File: src/rtl/tgv_pkg.sv
package tgv_pkg;
  typedef enum logic [1:0] {
    TGV_IDLE   = 2'd0,
    TGV_SETTLE = 2'd1,
    TGV_HELD   = 2'd2
  } tgv_phase_e;
endpackage

File: src/rtl/tgv_guard_timer.sv
module tgv_guard_timer #(
  parameter int GUARD_W = 8
) (
  input  logic               clk,
  input  logic               rst,
  input  logic               run,
  input  logic               tick,
  input  logic [GUARD_W-1:0] limit,
  output logic               done
);
  logic [GUARD_W-1:0] cnt;

  always_ff @(posedge clk) begin
    if (rst || !run) begin
      cnt <= '0;
    end else if (tick && (cnt != limit)) begin
      cnt <= cnt + 1'b1;
    end
  end

  // done means: the condition held continuously for limit ticks
  assign done = run && (cnt == limit);
endmodule

File: src/rtl/tgv_settle_delay.sv
module tgv_settle_delay #(
  parameter int STAGES = 2
) (
  input  logic clk,
  input  logic rst,
  input  logic pulse_in,
  output logic pulse_out
);
  logic [STAGES-1:0] pipe;

  generate
    if (STAGES == 1) begin : g_single
      always_ff @(posedge clk) begin
        if (rst) pipe <= '0;
        else     pipe <= pulse_in;
      end
    end else begin : g_chain
      always_ff @(posedge clk) begin
        if (rst) pipe <= '0;
        else     pipe <= {pipe[STAGES-2:0], pulse_in};
      end
    end
  endgenerate

  assign pulse_out = pipe[STAGES-1];
endmodule

File: src/rtl/tgv_irq_ctrl.sv
module tgv_irq_ctrl (
  input  logic clk,
  input  logic rst,
  input  logic set_req,
  input  logic clr_end,
  input  logic rd_strobe,
  input  logic irq_en,
  output logic irq_n
);
  logic pend, pend_nxt;

  always_comb begin
    if (set_req)                  pend_nxt = 1'b1;
    else if (rd_strobe || clr_end) pend_nxt = 1'b0;
    else                          pend_nxt = pend;
  end

  always_ff @(posedge clk) begin
    if (rst) begin
      pend  <= 1'b0;
      irq_n <= 1'b1;
    end else begin
      pend  <= pend_nxt;
      irq_n <= ~(irq_en & pend_nxt);
    end
  end
endmodule

File: src/rtl/tone_guard_validator.sv
module tone_guard_validator
  import tgv_pkg::*;
#(
  parameter int CODE_W  = 4,
  parameter int GUARD_W = 8,
  parameter int SETTLE  = 2
) (
  input  logic               clk,
  input  logic               rst,
  input  logic               tick,
  input  logic               tone_present,
  input  logic [CODE_W-1:0]  tone_code,
  input  logic [GUARD_W-1:0] acq_guard,
  input  logic [GUARD_W-1:0] rel_guard,
  input  logic               irq_en,
  input  logic               rd_strobe,
  output logic [CODE_W-1:0]  rx_data,
  output logic               gt_out,
  output logic               dv_out,
  output logic               irq_n
);
  tgv_phase_e phase;
  logic [CODE_W-1:0] hold_code;
  logic acq_run, acq_done, rel_run, rel_done;
  logic latch_ev, settle_ev, dv_set, dv_clr;

  assign acq_run  = (phase == TGV_IDLE) && tone_present;
  assign rel_run  = (phase == TGV_HELD) && !tone_present;
  assign latch_ev = (phase == TGV_IDLE) && acq_done;
  assign dv_set   = (phase == TGV_SETTLE) && settle_ev;
  assign dv_clr   = (phase == TGV_HELD) && rel_done;

  tgv_guard_timer #(.GUARD_W(GUARD_W)) acq_tmr_i (
    .clk(clk), .rst(rst), .run(acq_run), .tick(tick),
    .limit(acq_guard), .done(acq_done));

  tgv_guard_timer #(.GUARD_W(GUARD_W)) rel_tmr_i (
    .clk(clk), .rst(rst), .run(rel_run), .tick(tick),
    .limit(rel_guard), .done(rel_done));

  tgv_settle_delay #(.STAGES(SETTLE)) settle_i (
    .clk(clk), .rst(rst), .pulse_in(latch_ev), .pulse_out(settle_ev));

  tgv_irq_ctrl irq_i (
    .clk(clk), .rst(rst), .set_req(dv_set), .clr_end(dv_clr),
    .rd_strobe(rd_strobe), .irq_en(irq_en), .irq_n(irq_n));

  always_ff @(posedge clk) begin
    if (rst) begin
      phase     <= TGV_IDLE;
      hold_code <= '0;
      rx_data   <= '0;
      gt_out    <= 1'b0;
      dv_out    <= 1'b0;
    end else begin
      unique case (phase)
        TGV_IDLE: if (acq_done) begin
          hold_code <= tone_code;
          gt_out    <= 1'b1;
          phase     <= TGV_SETTLE;
        end
        TGV_SETTLE: if (settle_ev) begin
          dv_out  <= 1'b1;
          rx_data <= hold_code;
          phase   <= TGV_HELD;
        end
        TGV_HELD: if (rel_done) begin
          gt_out <= 1'b0;
          dv_out <= 1'b0;
          phase  <= TGV_IDLE;
        end
        default: phase <= TGV_IDLE;
      endcase
    end
  end
endmodule

File: config.mk
export PLATFORM = sky130hd
export DESIGN_NAME = tone_guard_validator
export DESIGN_NICKNAME = d
export VERILOG_FILES = /design/src/rtl/tgv_pkg.sv /design/src/rtl/tgv_guard_timer.sv /design/src/rtl/tgv_settle_delay.sv /design/src/rtl/tgv_irq_ctrl.sv /design/src/rtl/tone_guard_validator.sv
export SDC_FILE = /design/constraint.sdc
export NUM_CORES = 1
export LEC_CHECK = 0
export ABC_CLOCK_PERIOD_IN_PS = 2800
export BUFFER_PORTS_ARGS = -buffer_cell sky130_fd_sc_hd__buf_4
export CAP_MARGIN = 40
export CORE_UTILIZATION = 55
export CTS_CLUSTER_DIAMETER = 60
export DETAILED_ROUTE_END_ITERATION = 12
export HOLD_SLACK_MARGIN = 0.05
export PLACE_DENSITY = 0.81
export SLEW_MARGIN = 30
export SYNTH_ARGS = -nofsm -noshare
export SYNTH_HDL_FRONTEND = slang
export SYNTH_SLANG_ARGS = --single-unit
export TNS_END_PERCENT = 50
File: constraint.sdc
create_clock -name clk -period 2.8 [get_ports clk]
set_input_delay 0.7 -clock clk [delete_from_list [all_inputs] [get_ports clk]]
set_output_delay 0.7 -clock clk [all_outputs]
set_load 0.005 [all_outputs]
==> results of run 1 <==
-- metrics by stage --
| stage | util, % | power, uW | setup slack (ns) |
|---|---|---|---|
| final | 73.5 | 876 | 0.960 |
| after global routing | 73.5 | 909 | 0.868 |
| after CTS | 73.5 | 883 | 0.985 |
| after detailed placement | 70.4 | 533 | 0.631 |
| after global placement | 70.4 | 532 | 0.675 |
| after floorplan | - | 499 | 0.870 |
-- final timing paths --
kind,end,from,depth (start not counted)
max,acq_tmr_i.cnt[5]$_SDFFE_PP0P_,acq_guard[5],6
min,settle_i.pipe[1]$_SDFF_PP0_,settle_i.pipe[0]$_SDFF_PP0_,1
max reg2reg,acq_tmr_i.cnt[5]$_SDFFE_PP0P_,acq_tmr_i.cnt[5]$_SDFFE_PP0P_,5
min reg2reg,settle_i.pipe[1]$_SDFF_PP0_,settle_i.pipe[0]$_SDFF_PP0_,1
-- logic make-up (layout without fill, tap and decap cells) --
kind of cell | Yosys count | count (layout) | share of synthesized area (%)
compound gates | 26 | 26 | 11.3
xor+xnor | 23 | 23 | 13.2
fa+ha+maj | 2 | 2 | 1.64
buf+inv | 6 | 43 | 1.48
flops | 32 | 32 | 42.0
mux | 8 | 8 | 5.25
simple gates | 70 | 70 | 25.1
-- flip-flops by register name (all words and copies together), names as in the netlist --
register       flops
acq_tmr_i.cnt      8
dv_out             1
gt_out             1
hold_code          4
irq_i.irq_n        1
irq_i.pend         1
phase              2
rel_tmr_i.cnt      8
rx_data            4
settle_i.pipe      2
-- power breakdown --
group          switching (uW)  total, uW  internal, uW
Combinational            30.2       65.8          35.7
Sequential               1.40        457           456
Clock                     167        353           186
-- area by class of cell --
class,count,area [sq um]
well taps,30,37.5
clock inverters,3,42.5
clock buffers,5,37.5
repair buffers,32,240
inverters,3,11.3
fillers,191,673
multi-input cells,129,862
flip-flops and latches,32,641
-- metal layers --
metal	up-vias	track usage [%]
met3	2	8.61
li1	658	-
met5	-	0
met2	24	39.4
met4	0	8.55
met1	590	27.9
-- critical path, stage by stage --
cell and delay [ns]:
buf_4 0.11, xor2_1 0.16, nor4_4 0.59, a21oi_2 0.16, a211oi_1 0.29, a31o_1 0.14
-- Yosys cell counts --
master     number
or4_1           1
a21oi_2         1
nor3_1          4
and2_1          1
or3b_2          1
a2111oi_2       1
and3_1          2
o31ai_1         1
nor4_1          2
a21boi_1        1
nor2b_1         1
xnor2_1        14
a31o_1          1
a21oi_1        11
or2_2           2
ha_1            2
xor2_1          9
a221oi_1        1
inv_1           3
dfxtp_1        32
a211oi_1        3
nand2b_1        3
and4_1          1
nand4_1         5
nor4_4          2
o211ai_1        1
nor2_1         20
nand4_4         1
or3_1           3
clkbuf_1        3
nand3_1         1
mux2i_1         8
o21a_1          1
o31a_1          1
o21ai_0         3
nand2_1        20
==> flow_metrics.env, run 1 <==
export IMPL_dpl_cell_count=226
export IMPL_ys_seq_area_share_pct=42.0
export IMPL_hold_buffers=0
export IMPL_syn_area_sq_mm=0.00153
export IMPL_antenna_found_initial=0
export IMPL_worstSetupEndpointType="flop"
export IMPL_p_leak_uw=0.000729
export IMPL_start_kind="input port"
export IMPL_final_area_sq_mm=0.00187
export IMPL_syn_mean_instance_area_sq_um=9.13
export IMPL_met2_length_mm=1.54
export IMPL_grt_pass1_vias=1141
export IMPL_ir_worst_vdd_mv=0.488
export IMPL_portBuffers=32
export IMPL_post_cts_setup_buffers=0
export IMPL_grt_max_degree=19
export IMPL_clock_sinks=32
export IMPL_dp_hpwl_mm=2.15
export IMPL_clock_skew_ns=0.00743
export IMPL_final_cell_mix="dfxtp_1 (32), buf_4 (32), nor2_1 (20), nand2_1 (20), xnor2_1 (14)"
export IMPL_chipWidth_um=54.7
export IMPL_critPathMaxFanout=8
export IMPL_synth_top_cell_by_area="dfxtp_1"
export IMPL_status="complete, no violations"
export IMPL_period_minus_slack_ns=1.84
export IMPL_die_area_sq_mm=0.00299
export IMPL_ys_seq_elements=32
export IMPL_wire_per_inst_um=12.8
export IMPL_clock_fmax_mhz=544
export IMPL_hold_viol_final=0
export IMPL_syn_inst=167
export IMPL_diodes=0
export IMPL_ctsHtreeMaxLevel=2
export IMPL_instances_no_fill=234
export IMPL_area_growth_pct=22.7
export IMPL_grt_pass1_wl_mm=4.92
export IMPL_wl_met3_um=119
export IMPL_coreArea_sq_mm=0.00254
export IMPL_whs_ns=0.450
export IMPL_critPathArrivalTime_ns=2.13
export IMPL_via_count=1274
export IMPL_clk_latency_ns=0.34
export IMPL_ant_nets=0
export IMPL_drc=0
export IMPL_power_density_mw_per_mm2=468
export IMPL_fin_setup_tns_ns=0
export IMPL_cts_resized=0
export IMPL_synth_fp_nets=195
export IMPL_top_layer="met4"
export IMPL_viasPerCell=5.44
export IMPL_place_area_sq_mm=0.00179
export IMPL_crit_type="in2reg"
export IMPL_clock_root_buffer="clkbuf_4"
export IMPL_maxSlewViolCount=0
export IMPL_rsz0062_at_grt="false"
export IMPL_relSlewSlack_pct=61.0
export IMPL_drt_iter0_drc=28
export IMPL_grt_usage_pct=23.8
export IMPL_initial_core_util_pct=59.9
export IMPL_dr_pass1_iters=4
export IMPL_globalRoute_totalOverflow=0
export IMPL_nNetsFinal=231
export IMPL_timing_final_crit_share_pct=65.7
export IMPL_routed_wirelength_mm=3.00
export IMPL_num_rows=18
export IMPL_numCtsBuffers=5
export IMPL_drv_cap=0
export IMPL_gp_congestion=0.820
export IMPL_synth_area_top_cells="dfxtp_1 (42%), xnor2_1 (8.0%), mux2i_1 (5.3%)"
export IMPL_drive_above_1_share_pct=23.5
export IMPL_io_pins=33
export IMPL_setup_violations=0
export IMPL_m1WireLength_mm=1.32
export IMPL_rrSetupSlack_ns=1.00
export IMPL_hp_class="reg2reg"
export IMPL_cts_tree="yes"
export IMPL_fp_dieH_um=54.7
export IMPL_cts_buffer_depth=2
export IMPL_max_slew_worst_pin_slew_ns=0.581
export IMPL_required_ns=3.10
export IMPL_yosysWarnings=0
export IMPL_path_clk_slew_ns=0.11
export IMPL_synth_top_area_share_pct=42.0
export IMPL_netlist_cell_type_count=36
(Power assumes the default switching activity.)
==> run 2, diff against run 1 <==
--- a/config.mk
+++ b/config.mk
@@ -5,14 +5,14 @@
 export SDC_FILE = /design/constraint.sdc
 export NUM_CORES = 1
 export LEC_CHECK = 0
-export ABC_CLOCK_PERIOD_IN_PS = 2800
+export ABC_CLOCK_PERIOD_IN_PS = 1880
 export BUFFER_PORTS_ARGS = -buffer_cell sky130_fd_sc_hd__buf_4
 export CAP_MARGIN = 40
-export CORE_UTILIZATION = 55
+export CORE_UTILIZATION = 53
 export CTS_CLUSTER_DIAMETER = 60
 export DETAILED_ROUTE_END_ITERATION = 12
 export HOLD_SLACK_MARGIN = 0.05
-export PLACE_DENSITY = 0.81
+export PLACE_DENSITY = 0.78
 export SLEW_MARGIN = 30
 export SYNTH_ARGS = -nofsm -noshare
 export SYNTH_HDL_FRONTEND = slang
==> constraint.sdc (replaced) <==
create_clock -name clk -period 1.88 [get_ports clk]
set_input_delay 0.47 -clock clk [delete_from_list [all_inputs] [get_ports clk]]
set_output_delay 0.47 -clock clk [all_outputs]
set_load 0.005 [all_outputs]
==> flow_metrics.env, run 2 (synthesis gave the netlist of run 1 again) <==
export IMPL_portBuffers=32
export IMPL_gp_congestion=0.754
export IMPL_hp_class="in2reg"
export IMPL_grt_usage_pct=21.7
export IMPL_ctsHtreeMaxLevel=2
export IMPL_area_growth_pct=24.8
export IMPL_reg_top3="acq_tmr_i.cnt (8), rel_tmr_i.cnt (8)"
export IMPL_drc=0
export IMPL_critPathMaxFanout=8
export IMPL_rsz0062_at_grt="false"
export IMPL_cpPeakStageDelay_ns=0.46
export IMPL_critPathArrivalTime_ns=1.94
export IMPL_slowest_stage="dfxtp_1"
export IMPL_status="complete, no violations"
export IMPL_dp_hpwl_mm=2.33
export IMPL_whs_path_depth=2
export IMPL_globalRoute_totalOverflow=0
export IMPL_reg2reg_to="acq_tmr_i.cnt[6]$_SDFFE_PP0P_"
export IMPL_dr_pass1_iters=4
export IMPL_post_cts_setup_buffers=0
export IMPL_rrSetupSlack_ns=0.17
export IMPL_clock_skew_ns=0.00902
export IMPL_hold_viol_final=0
export IMPL_crit_start="acq_tmr_i.cnt[2]$_SDFFE_PP0P_"
export IMPL_instances_no_fill=239
export IMPL_via_count=1323
export IMPL_clock_root_buffer="clkbuf_4"
export IMPL_grt_pass1_wl_mm=5.29
export IMPL_cts_tree="yes"
export IMPL_crit_type="reg2reg"
export IMPL_ir_worst_vdd_mv=0.650
export IMPL_viasPerCell=5.54
export IMPL_maxSlewViolCount=0
export IMPL_period_minus_slack_ns=1.71
export IMPL_fin_ws_ns=0.169
export IMPL_min_to="irq_i.irq_n$_SDFF_PP1_"
export IMPL_antenna_found_initial=0
export IMPL_required_ns=2.11
export IMPL_ant_nets=0
export IMPL_start_kind="flop"
export IMPL_drive_above_1_share_pct=25.0
export IMPL_initial_core_util_pct=55.8
export IMPL_cp_cell_sequence="xor2_1, nor4_4, buf_4, a2111oi_2, xnor2_1, nor2_1"
export IMPL_die_area_sq_mm=0.00310
export IMPL_grt_pass1_vias=1286
export IMPL_drv_cap=0
export IMPL_drt_iter0_drc=29
export IMPL_fp_dieH_um=55.6
export IMPL_cts_resized=0
export IMPL_coreArea_sq_mm=0.00273
export IMPL_path_clk_slew_ns=0.10
export IMPL_clock_sinks=32
export IMPL_pre_cts_slack_ns=0.0562
export IMPL_final_util_pct=69.6
export IMPL_fillCellCount=222
export IMPL_max_slew_worst_pin_slew_ns=0.491
export IMPL_hp_start="irq_en"
export IMPL_clock_fmax_mhz=584
export IMPL_layout_commonest_cell="buf_4"
export IMPL_cts_buffer_depth=2
export IMPL_final_area_sq_mm=0.00190
export IMPL_critPathTopFamily="flip-flops"
export IMPL_relSlewSlack_pct=67.2
export IMPL_power_density_mw_per_mm2=686
export IMPL_dpl_cell_count=231
export IMPL_nNetsFinal=235
export IMPL_fin_setup_tns_ns=0
export IMPL_hold_buffers=0
export IMPL_ff2ff_path_depth=6
export IMPL_final_cell_mix="buf_4 (36), dfxtp_1 (32), nor2_1 (20), nand2_1 (20), xnor2_1 (14)"
export IMPL_chipWidth_um=55.6
export IMPL_cp_num_buf_inv=1
export IMPL_numCtsBuffers=5
export IMPL_routed_wirelength_mm=3.10
export IMPL_p_leak_uw=0.000750
export IMPL_timing_final_crit_share_pct=91.0
export IMPL_setup_violations=0
export IMPL_wire_per_inst_um=13.0
export IMPL_timing_rr_start="acq_tmr_i.cnt[2]$_SDFFE_PP0P_"
export IMPL_grt_max_degree=19
export IMPL_io_pins=33
export IMPL_num_rows=19
export IMPL_worstSetupEndpointType="flop"
export IMPL_clk_latency_ns=0.34
export IMPL_place_area_sq_mm=0.00182
export IMPL_diodes=0
==> run 2: through the flow <==
step                      total power, uW  hold slack [ns]
after floorplan                       743            0.414
after global routing                 1350            0.289
after detailed placement              797            0.446
final                                1310            0.286
after CTS                            1320            0.282
after global placement                794            0.420
==> run 2: where the power goes <==
| group | internal [uW] | switching [uW] | leakage [uW] | total (uW) |
|---|---|---|---|---|
| combinational | 54.6 | 45.0 | 0.000451 | 99.6 |
| sequential | 679 | 2.27 | 0.000258 | 682 |
| clock | 277 | 247 | 0.0000412 | 524 |
==> run 2: area by class of cell <==
cell class / count / area [sq um] / area share, %
inverters: 3 / 11.3 / 0.592
clock buffers: 5 / 37.5 / 1.97
clock inverters: 3 / 42.5 / 2.24
multi-input cells: 129 / 862 / 45.3
repair buffers: 36 / 270 / 14.2
flip-flops and latches: 32 / 641 / 33.7
well taps: 31 / 38.8 / 2.04
==> run 2: how the worst max path moves through the flow <==
stage	end	slack (ns)	cells past startpoint
3_5_place_dp	acq_tmr_i.cnt[6]$_SDFFE_PP0P_	0.06	7
6_report	acq_tmr_i.cnt[6]$_SDFFE_PP0P_	0.17	6
5_1_grt	rel_tmr_i.cnt[5]$_SDFFE_PP0P_	0.07	5
3_3_place_gp	acq_tmr_i.cnt[6]$_SDFFE_PP0P_	0.11	7
2_1_floorplan	acq_tmr_i.cnt[7]$_SDFFE_PP0P_	0.18	5
4_1_cts	acq_tmr_i.cnt[6]$_SDFFE_PP0P_	0.18	6
==> run 2: metal layers <==
| layer | routed length, um | part of all wire, % | track usage [%] |
|---|---|---|---|
| met2 | 1500 | 48 | 35.1 |
| met3 | 193 | 6.2 | 5.81 |
| met5 | 0 | 0 | 0 |
| met1 | 1330 | 43 | 25.7 |
| met4 | 78 | 2.5 | 12.9 |
==> run 3, diff against run 2 <==
--- a/config.mk
+++ b/config.mk
@@ -5,16 +5,16 @@
 export SDC_FILE = /design/constraint.sdc
 export NUM_CORES = 1
 export LEC_CHECK = 0
-export ABC_CLOCK_PERIOD_IN_PS = 1880
 export BUFFER_PORTS_ARGS = -buffer_cell sky130_fd_sc_hd__buf_4
 export CAP_MARGIN = 40
 export CORE_UTILIZATION = 53
 export CTS_CLUSTER_DIAMETER = 60
 export DETAILED_ROUTE_END_ITERATION = 12
 export HOLD_SLACK_MARGIN = 0.05
+export MAX_ROUTING_LAYER = met4
 export PLACE_DENSITY = 0.78
 export SLEW_MARGIN = 30
 export SYNTH_ARGS = -nofsm -noshare
 export SYNTH_HDL_FRONTEND = slang
 export SYNTH_SLANG_ARGS = --single-unit
-export TNS_END_PERCENT = 50
+export TNS_END_PERCENT = 30
==> flow_metrics.env, run 3 (synthesis gave the netlist of run 1 again) <==
export IMPL_status="complete, no violations"
export IMPL_p_leak_uw=0.000750
export IMPL_timing_final_crit_share_pct=91.5
export IMPL_setup_violations=0
export IMPL_drt_iter0_drc=21
export IMPL_num_rows=19
export IMPL_final_util_pct=69.6
export IMPL_rsz0062_at_grt="false"
export IMPL_ir_worst_vdd_mv=0.650
export IMPL_ant_nets=0
export IMPL_viasPerCell=5.51
export IMPL_drive_above_1_share_pct=25.0
export IMPL_initial_core_util_pct=55.8
export IMPL_required_ns=2.11
export IMPL_coreArea_sq_mm=0.00273
export IMPL_cp_cell_sequence="xor2_1, nor4_4, buf_4, a2111oi_2, xnor2_1, nor2_1"
export IMPL_clock_sinks=32
export IMPL_globalRoute_totalOverflow=0
export IMPL_dp_hpwl_mm=2.33
export IMPL_numCtsBuffers=5
export IMPL_hold_buffers=0
export IMPL_grt_pass1_wl_mm=5.31
export IMPL_critPathTopFamily="flip-flops"
export IMPL_maxSlewViolCount=0
export IMPL_cpPeakStageDelay_ns=0.46
export IMPL_slowest_stage="dfxtp_1"
export IMPL_clock_root_buffer="clkbuf_4"
export IMPL_path_clk_slew_ns=0.10
export IMPL_gp_congestion=0.763
export IMPL_reg_top3="acq_tmr_i.cnt (8), rel_tmr_i.cnt (8)"
export IMPL_fp_dieH_um=55.6
export IMPL_period_minus_slack_ns=1.72
export IMPL_critPathMaxFanout=8
export IMPL_final_cell_mix="buf_4 (36), dfxtp_1 (32), nor2_1 (20), nand2_1 (20), xnor2_1 (14)"
export IMPL_cp_num_buf_inv=1
export IMPL_hp_class="in2reg"
export IMPL_grt_pass1_vias=1282
export IMPL_worstSetupEndpointType="flop"
export IMPL_chipWidth_um=55.6
export IMPL_ctsHtreeMaxLevel=2
export IMPL_post_cts_setup_buffers=0
export IMPL_clock_skew_ns=0.00947
export IMPL_cts_buffer_depth=2
export IMPL_grt_max_degree=19
export IMPL_cts_tree="yes"
export IMPL_die_area_sq_mm=0.00310
export IMPL_timing_rr_start="acq_tmr_i.cnt[2]$_SDFFE_PP0P_"
export IMPL_clock_fmax_mhz=582
export IMPL_layout_commonest_cell="buf_4"
export IMPL_crit_start="acq_tmr_i.cnt[2]$_SDFFE_PP0P_"
export IMPL_clk_latency_ns=0.34
export IMPL_via_count=1316
export IMPL_drv_cap=0
export IMPL_area_growth_pct=24.8
export IMPL_wire_per_inst_um=12.9
export IMPL_cts_resized=0
export IMPL_critPathArrivalTime_ns=1.95
export IMPL_fillCellCount=222
export IMPL_place_area_sq_mm=0.00182
export IMPL_portBuffers=32
export IMPL_relSlewSlack_pct=66.8
export IMPL_nNetsFinal=235
export IMPL_drc=0
export IMPL_power_density_mw_per_mm2=687
export IMPL_hp_start="irq_en"
export IMPL_start_kind="flop"
export IMPL_grt_usage_pct=22.5
export IMPL_diodes=0
export IMPL_routed_wirelength_mm=3.08
export IMPL_final_area_sq_mm=0.00190
export IMPL_io_pins=33
export IMPL_dr_pass1_iters=4
export IMPL_fin_setup_tns_ns=0
export IMPL_antenna_found_initial=0
export IMPL_crit_type="reg2reg"
export IMPL_max_slew_worst_pin_slew_ns=0.495
export IMPL_hold_viol_final=0
-- run 3: where the power goes --
group	internal [uW]	switching, uW	total [uW]
sequential	679	2.28	682
combinational	54.6	44.6	99.2
clock	277	250	527
-- run 3: per-stage QoR --
| step | setup slack [ns] | total power [uW] | hold WS (ns) | instances |
|---|---|---|---|---|
| finish | 0.161 | 1310 | 0.281 | 239 |
| global route | 0.0695 | 1350 | 0.284 | 239 |
| CTS | 0.176 | 1320 | 0.282 | 239 |
| detailed placement | 0.0562 | 797 | 0.446 | 231 |
| global placement | 0.106 | 794 | 0.420 | 231 |
| floorplan | 0.180 | 743 | 0.414 | 167 |
-- run 3: cell type report --
cell class / instances / area, sq um / share of cell area (%)
clock buffer: 5 / 37.5 / 1.97
clock inverter: 3 / 42.5 / 2.24
inverter: 3 / 11.3 / 0.592
multi-input combinational: 129 / 862 / 45.3
sequential: 32 / 641 / 33.7
tap: 31 / 38.8 / 2.04
timing repair buffer: 36 / 270 / 14.2
-- run 3: routing by layer --
| layer | vias up | track usage [%] | part of all wire [%] |
|---|---|---|---|
| met1 | 609 | 25.7 | 43 |
| met4 | 0 | 12.9 | 2.4 |
| met3 | 10 | 6.51 | 5.4 |
| li1 | 663 | - | - |
| met2 | 34 | 35.3 | 49 |
| met5 | - | - | 0 |
-- run 3: path summary, 6_finish.rpt --
path | endpoint | slack (ns) | depth (start not counted)
worst max-delay path | acq_tmr_i.cnt[6]$_SDFFE_PP0P_ | 0.16 | 6
worst max register to register | acq_tmr_i.cnt[6]$_SDFFE_PP0P_ | 0.16 | 6
worst min register to register | rx_data[2]$_SDFFE_PP0P_ | 0.46 | 2
worst min-delay path | irq_i.irq_n$_SDFF_PP1_ | 0.28 | 2
